[src/rtl/region_guard_pkg.sv]
package region_guard_pkg;
   typedef enum logic [1:0] {
      CM_BYPASS  = 2'd0,
      CM_WTHRU   = 2'd1,
      CM_WBACK   = 2'd2,
      CM_ISOLATE = 2'd3
   } cache_mode_e;

   typedef enum logic [1:0] {
      FC_NONE  = 2'd0,
      FC_LOAD  = 2'd1,
      FC_STORE = 2'd2,
      FC_FETCH = 2'd3
   } fault_code_e;

   typedef struct packed {
      logic rd;
      logic wr;
      logic ex;
   } perm_t;
endpackage

[src/rtl/region_attr_decode.sv]
module region_attr_decode
   import region_guard_pkg::*;
#(
   parameter int ATTR_W = 4
) (
   input  logic [ATTR_W-1:0] attr,
   output perm_t             perm,
   output cache_mode_e       cmode
);
   always_comb begin
      perm  = '0;
      cmode = CM_BYPASS;
      case (attr)
         ATTR_W'(0):  begin perm = '{rd:1'b1, wr:1'b1, ex:1'b0}; cmode = CM_WTHRU;   end
         ATTR_W'(1):  begin perm = '{rd:1'b1, wr:1'b1, ex:1'b1}; cmode = CM_WTHRU;   end
         ATTR_W'(2):  begin perm = '{rd:1'b1, wr:1'b1, ex:1'b1}; cmode = CM_BYPASS;  end
         ATTR_W'(3):  begin perm = '{rd:1'b0, wr:1'b0, ex:1'b1}; cmode = CM_WBACK;   end
         ATTR_W'(4),
         ATTR_W'(5):  begin perm = '{rd:1'b1, wr:1'b1, ex:1'b1}; cmode = CM_WBACK;   end
         ATTR_W'(14): begin perm = '{rd:1'b1, wr:1'b1, ex:1'b0}; cmode = CM_ISOLATE; end
         default:     begin perm = '0;                           cmode = CM_BYPASS;  end
      endcase
   end
endmodule

[src/rtl/region_access_check.sv]
module region_access_check
   import region_guard_pkg::*;
(
   input  perm_t       perm,
   input  logic [1:0]  kind,
   output logic        deny,
   output fault_code_e code
);
   always_comb begin
      if (kind[1]) begin
         deny = !perm.ex;
         code = deny ? FC_FETCH : FC_NONE;
      end else if (kind[0]) begin
         deny = !perm.wr;
         code = deny ? FC_STORE : FC_NONE;
      end else begin
         deny = !perm.rd;
         code = deny ? FC_LOAD : FC_NONE;
      end
   end
endmodule

[src/rtl/region_table.sv]
module region_table #(
   parameter int IDX_W      = 3,
   parameter int ATTR_W     = 4,
   parameter int RESET_ATTR = 2
) (
   input  logic              clk,
   input  logic              rst_n,
   input  logic              we,
   input  logic [IDX_W-1:0]  widx,
   input  logic [IDX_W-1:0]  wbase,
   input  logic [ATTR_W-1:0] wattr,
   input  logic [IDX_W-1:0]  ridx,
   output logic [IDX_W-1:0]  rbase,
   output logic [ATTR_W-1:0] rattr
);
   localparam int NENT = 1 << IDX_W;

   logic [IDX_W-1:0]  base_q [NENT];
   logic [ATTR_W-1:0] attr_q [NENT];

   for (genvar e = 0; e < NENT; e++) begin : g_ent
      always_ff @(posedge clk or negedge rst_n) begin
         if (!rst_n) begin
            base_q[e] <= IDX_W'(e);
            attr_q[e] <= ATTR_W'(RESET_ATTR);
         end else if (we && widx == IDX_W'(e)) begin
            base_q[e] <= wbase;
            attr_q[e] <= wattr;
         end
      end
   end

   assign rbase = base_q[ridx];
   assign rattr = attr_q[ridx];
endmodule

[src/rtl/region_guard.sv]
module region_guard
   import region_guard_pkg::*;
#(
   parameter int ADDR_W     = 32,
   parameter int IDX_W      = 3,
   parameter int ATTR_W     = 4,
   parameter int RESET_ATTR = 2
) (
   input  logic              clk,
   input  logic              rst_n,
   input  logic              wr_en,
   input  logic              wr_instr,
   input  logic [IDX_W-1:0]  wr_idx,
   input  logic [IDX_W-1:0]  wr_base,
   input  logic [ATTR_W-1:0] wr_attr,
   input  logic [ADDR_W-1:0] req_addr,
   input  logic [1:0]        req_kind,
   output logic [ADDR_W-1:0] rsp_paddr,
   output logic [1:0]        rsp_cache,
   output logic              rsp_fault_vld,
   output logic [1:0]        rsp_fault
);
   localparam int OFF_W = ADDR_W - IDX_W;
   localparam int NSIDE = 2;   // 0 = data table, 1 = instruction table

   if (ATTR_W != 4) begin : g_bad_attr
      $error("region_guard: ATTR_W must be 4");
   end
   if (IDX_W < 1 || OFF_W < 1) begin : g_bad_idx
      $error("region_guard: IDX_W must leave offset bits");
   end

   logic [IDX_W-1:0]  ridx;
   logic [IDX_W-1:0]  side_base [NSIDE];
   logic [ATTR_W-1:0] side_attr [NSIDE];

   assign ridx = req_addr[ADDR_W-1 -: IDX_W];

   for (genvar s = 0; s < NSIDE; s++) begin : g_side
      region_table #(
         .IDX_W      (IDX_W),
         .ATTR_W     (ATTR_W),
         .RESET_ATTR (RESET_ATTR)
      ) u_tbl (
         .clk   (clk),
         .rst_n (rst_n),
         .we    (wr_en && (wr_instr == 1'(s))),
         .widx  (wr_idx),
         .wbase (wr_base),
         .wattr (wr_attr),
         .ridx  (ridx),
         .rbase (side_base[s]),
         .rattr (side_attr[s])
      );
   end

   logic              use_instr;
   logic [IDX_W-1:0]  sel_base;
   logic [ATTR_W-1:0] sel_attr;
   perm_t             perm;
   cache_mode_e       cmode;
   logic              deny;
   fault_code_e       code;

   assign use_instr = req_kind[1];
   assign sel_base  = use_instr ? side_base[1] : side_base[0];
   assign sel_attr  = use_instr ? side_attr[1] : side_attr[0];

   region_attr_decode #(.ATTR_W(ATTR_W)) u_dec (
      .attr  (sel_attr),
      .perm  (perm),
      .cmode (cmode)
   );

   region_access_check u_chk (
      .perm (perm),
      .kind (req_kind),
      .deny (deny),
      .code (code)
   );

   assign rsp_paddr     = {sel_base, req_addr[OFF_W-1:0]};
   assign rsp_cache     = cmode;
   assign rsp_fault_vld = deny;
   assign rsp_fault     = code;
endmodule

[config.mk]
export PLATFORM = sky130hd
export DESIGN_NAME = region_guard
export DESIGN_NICKNAME = d
export VERILOG_FILES = /design/src/rtl/region_guard_pkg.sv /design/src/rtl/region_attr_decode.sv /design/src/rtl/region_access_check.sv /design/src/rtl/region_table.sv /design/src/rtl/region_guard.sv
export SDC_FILE = /design/constraint.sdc
export NUM_CORES = 1
export LEC_CHECK = 0
export BUFFER_PORTS_ARGS = -buffer_cell sky130_fd_sc_hd__buf_2
export CAP_MARGIN = 20
export CORE_MARGIN = 1
export CORE_UTILIZATION = 52
export DETAILED_ROUTE_END_ITERATION = 8
export PLACE_DENSITY_LB_ADDON = 0.25
export SYNTH_ARGS = -nofsm -noshare
export SYNTH_HDL_FRONTEND = slang
export SYNTH_SLANG_ARGS = --single-unit
[constraint.sdc]
create_clock -name clk -period 3.7 [get_ports clk]
set_input_delay 1.11 -clock clk [delete_from_list [all_inputs] [get_ports clk]]
set_output_delay 1.11 -clock clk [all_outputs]
set_load 0.05 [all_outputs]
==> results.cfg <==
[final_layout]
syn2layout_area_growth_pct = 13.3
diodes = 0
drive_gt1_share_pct = 70.5
n_fill_cell = 816
layout_commonest_cell = mux2_2
layout.nets = 446
mostFrequentLayoutCells = mux2_2, dfrtp_1, dfstp_2, buf_4, mux4_2

[pwr]
p_sw_share_pct = 28.6
comb_power_share_pct = 30.4
powerDensity_nw_per_um2 = 542
total_power_mw = 3.43
p_int_mw = 2.45
power_switching_mw = 0.984
p_clk_share_pct = 19.7
ir_drop_mv = 0.346
p_leak_nw = 2.61
seqPwrFrac_pct = 49.9

[global_routing]
grt_pass1_vias = 3407
grt_pass1_wl_mm = 18.9
grt_overflow = 0
grt_max_degree = 61
antenna_found_initial = 1
grtUsageTotal_pct = 22.9

[sta]
worst_slew_pin_slew_ns = 0.927
maxSlewViolCount = 0
setup_slack_ns = -0.409
max_freq_ghz = 0.243
period_minus_slack_ns = 4.11
slew_headroom_pct = 38.0
fin_worst_skew_ns = 0
period_share_pct = 111
finalHoldViolCount = 0
rsz0062_at_grt = true
setup_violations = 8

[synthesis]
netlist_area_um2 = 5590
synthXorXnorAreaFrac_pct = 0
async_flop_share_pct = 100
muxShareOfSynthArea_pct = 37.1
synth_compound_area_share_pct = 2.51
synth_cell_types = 36
yosys_warnings = 0
avgSynthCellArea_um2 = 15.1
yosys.area_share.simple_pct = 3.38
synth_adder_area_share_pct = 0
synth_cells = 371
synth_flop_cell = dfrtp_1
synth_top_area_share_pct = 32.2
synth_area_leaders = dfrtp_1, mux2_2, dfstp_2, mux4_2, buf_4
syn_nets = 419
synth_top_family_by_area = multiplexers
synth_seq_area_share_pct = 51.0
synth_top_cell_by_area = dfrtp_1
ys_ff_latch = 112
synth_edf_count = 0

[worst_setup_path]
crit_start = req_addr[29]
worstReg2RegEnd = g_side[0].u_tbl.attr_q[31]
cp_cell_sequence = buf_12, buf_12, buf_8, mux4_2, mux2i_2, mux2i_4, o21bai_1, a41o_1, o32a_4, buf_8
cp-endpoint = rsp_fault_vld
worst_path_max_delay_cell = mux4_2
cp-end-kind = output pin
reg2reg_from = g_side[0].u_tbl.attr_q[31]
crit_fanout = 7
r2r_cells = 1
rrSetupSlack_ns = 2.92
critPathBufInv = 4
max_stage_delay_ns = 0.50
critPathArrivalTime_ns = 3.00
cpLargestDelayFamily = multiplexers
cp-start-kind = input pin
path_depth = 10
worst-endpoint-required_ns = 2.59
crit_type = in2out

[clock_network]
cts_tree = built
h-tree-depth = 3
root_buffer = clkbuf_8
clockBufferDepth = 2
postCtsHoldBufs = 0
path_clk_slew_ns = 0.09
clkSinkCount = 112
cts_made_buffers = 9
clock_latency_ns = 0.36

[routing]
detailroute.via_count = 3183
wl_mm = 11.4
vias_per_cell = 5.91
drc = 0
first_iter_violations = 168
drt_pass1_iterations = 4
wl_per_cell_um = 21.2
drtAntennaViolNets = 0

[job]
maxCapViolCount = 0

[floorplan]
fp.dieArea_um2 = 11200
core_area_um2 = 10400
die_x_um = 106
die_h_um = 106
start_util_pct = 53.9
io_pins = 85
num_rows = 37

[place]
pre_cts_slack_ns = -0.579
io_buffers = 26
dp_hpwl_mm = 7.72
routabilityCongestion = 0.783

[run_status]
status = complete, but fails checks
violations = setup timing

[worst_hold_path]
hold_class = reg2reg
## Yosys cell counts (4+ instances only)
cell type and n:
clkbuf_1 14, nand2b_1 8, nor2b_1 5, mux2_2 112
nand2_1 4, buf_2 5, dfstp_2 40, dfrtp_1 72
a21oi_1 7, buf_4 29, nor2_1 14, mux4_1 5
mux4_2 26
## sequential cells by signal, indices dropped and copies added (netlist names)
name	cells
g_side.u_tbl.attr_q	64
g_side.u_tbl.base_q	48
## layout make-up
type	instances	area [µm²]	share of cell area [%]
clock buffers	12	155	2.45
clock inverters	4	28.8	0.454
inverters	1	3.75	0.0593
multi-input cells	207	2520	39.9
flip-flops and latches	112	2850	45.0
well taps	136	170	2.69
repair buffers	67	598	9.44
## per-stage QoR
step | hold slack [ns] | TNS, ns | area (µm²) | cells | util, %
floorplan | 0.471 | -1.86 | 5670 | 371 | -
global placement | 0.483 | -3.99 | 5940 | 518 | 57.3
detailed placement | 0.492 | -4.25 | 5940 | 518 | 57.3
CTS | 0.514 | -2.83 | 6270 | 537 | 60.4
global route | 0.523 | -3.17 | 6330 | 539 | 61.1
finish | 0.511 | -2.57 | 6330 | 539 | 61.1
## kinds of logic after synthesis
family                 count (synthesis)
AOI/OAI and AO/OA                     20
and+or+nand+nor                       38
muxes                                149
buffers and inverters                 52
DFF                                  112
## metal layers
| metal | track usage [%] | share of wire, % | up-vias |
|---|---|---|---|
| met2 | 37.7 | 49 | 79 |
| met3 | 5.94 | 4.5 | 26 |
| met5 | 0 | 0 | - |
| met1 | 30.3 | 44 | 1678 |
| li1 | - | - | 1400 |
| met4 | 6.15 | 2.3 | 0 |
## power by group through the flow
stage               sequential [mW]  combinational [mW]  clock [mW]
floorplan                      1.68               0.807           0
global placement               1.72               0.913           0
detailed placement             1.74               0.943           0
CTS                            1.72                1.02       0.701
global route                   1.76                1.12       0.745
finish                         1.71                1.04       0.676
## worst min path at each step
stage	startpoint	end	slack, ns	cells past startpoint
after floorplan	g_side[0].u_tbl.base_q[9]	g_side[0].u_tbl.base_q[9]	0.47	1
after global placement	g_side[1].u_tbl.base_q[19]	g_side[1].u_tbl.base_q[19]	0.48	1
after detailed placement	g_side[1].u_tbl.attr_q[16]	g_side[1].u_tbl.attr_q[16]	0.49	1
after CTS	g_side[1].u_tbl.attr_q[16]	g_side[1].u_tbl.attr_q[16]	0.51	1
after global routing	g_side[1].u_tbl.attr_q[22]	g_side[1].u_tbl.attr_q[22]	0.52	1
final	g_side[1].u_tbl.attr_q[12]	g_side[1].u_tbl.attr_q[12]	0.51	1
## what timing repair did
item                       CTS  global route
pin swaps                    3             6
setup endpoints to repair    8             8
buffers inserted             2             2
cloned                       1             0
gates resized for setup     32            11
No activity file was read; power rests on OpenSTA's default activity.
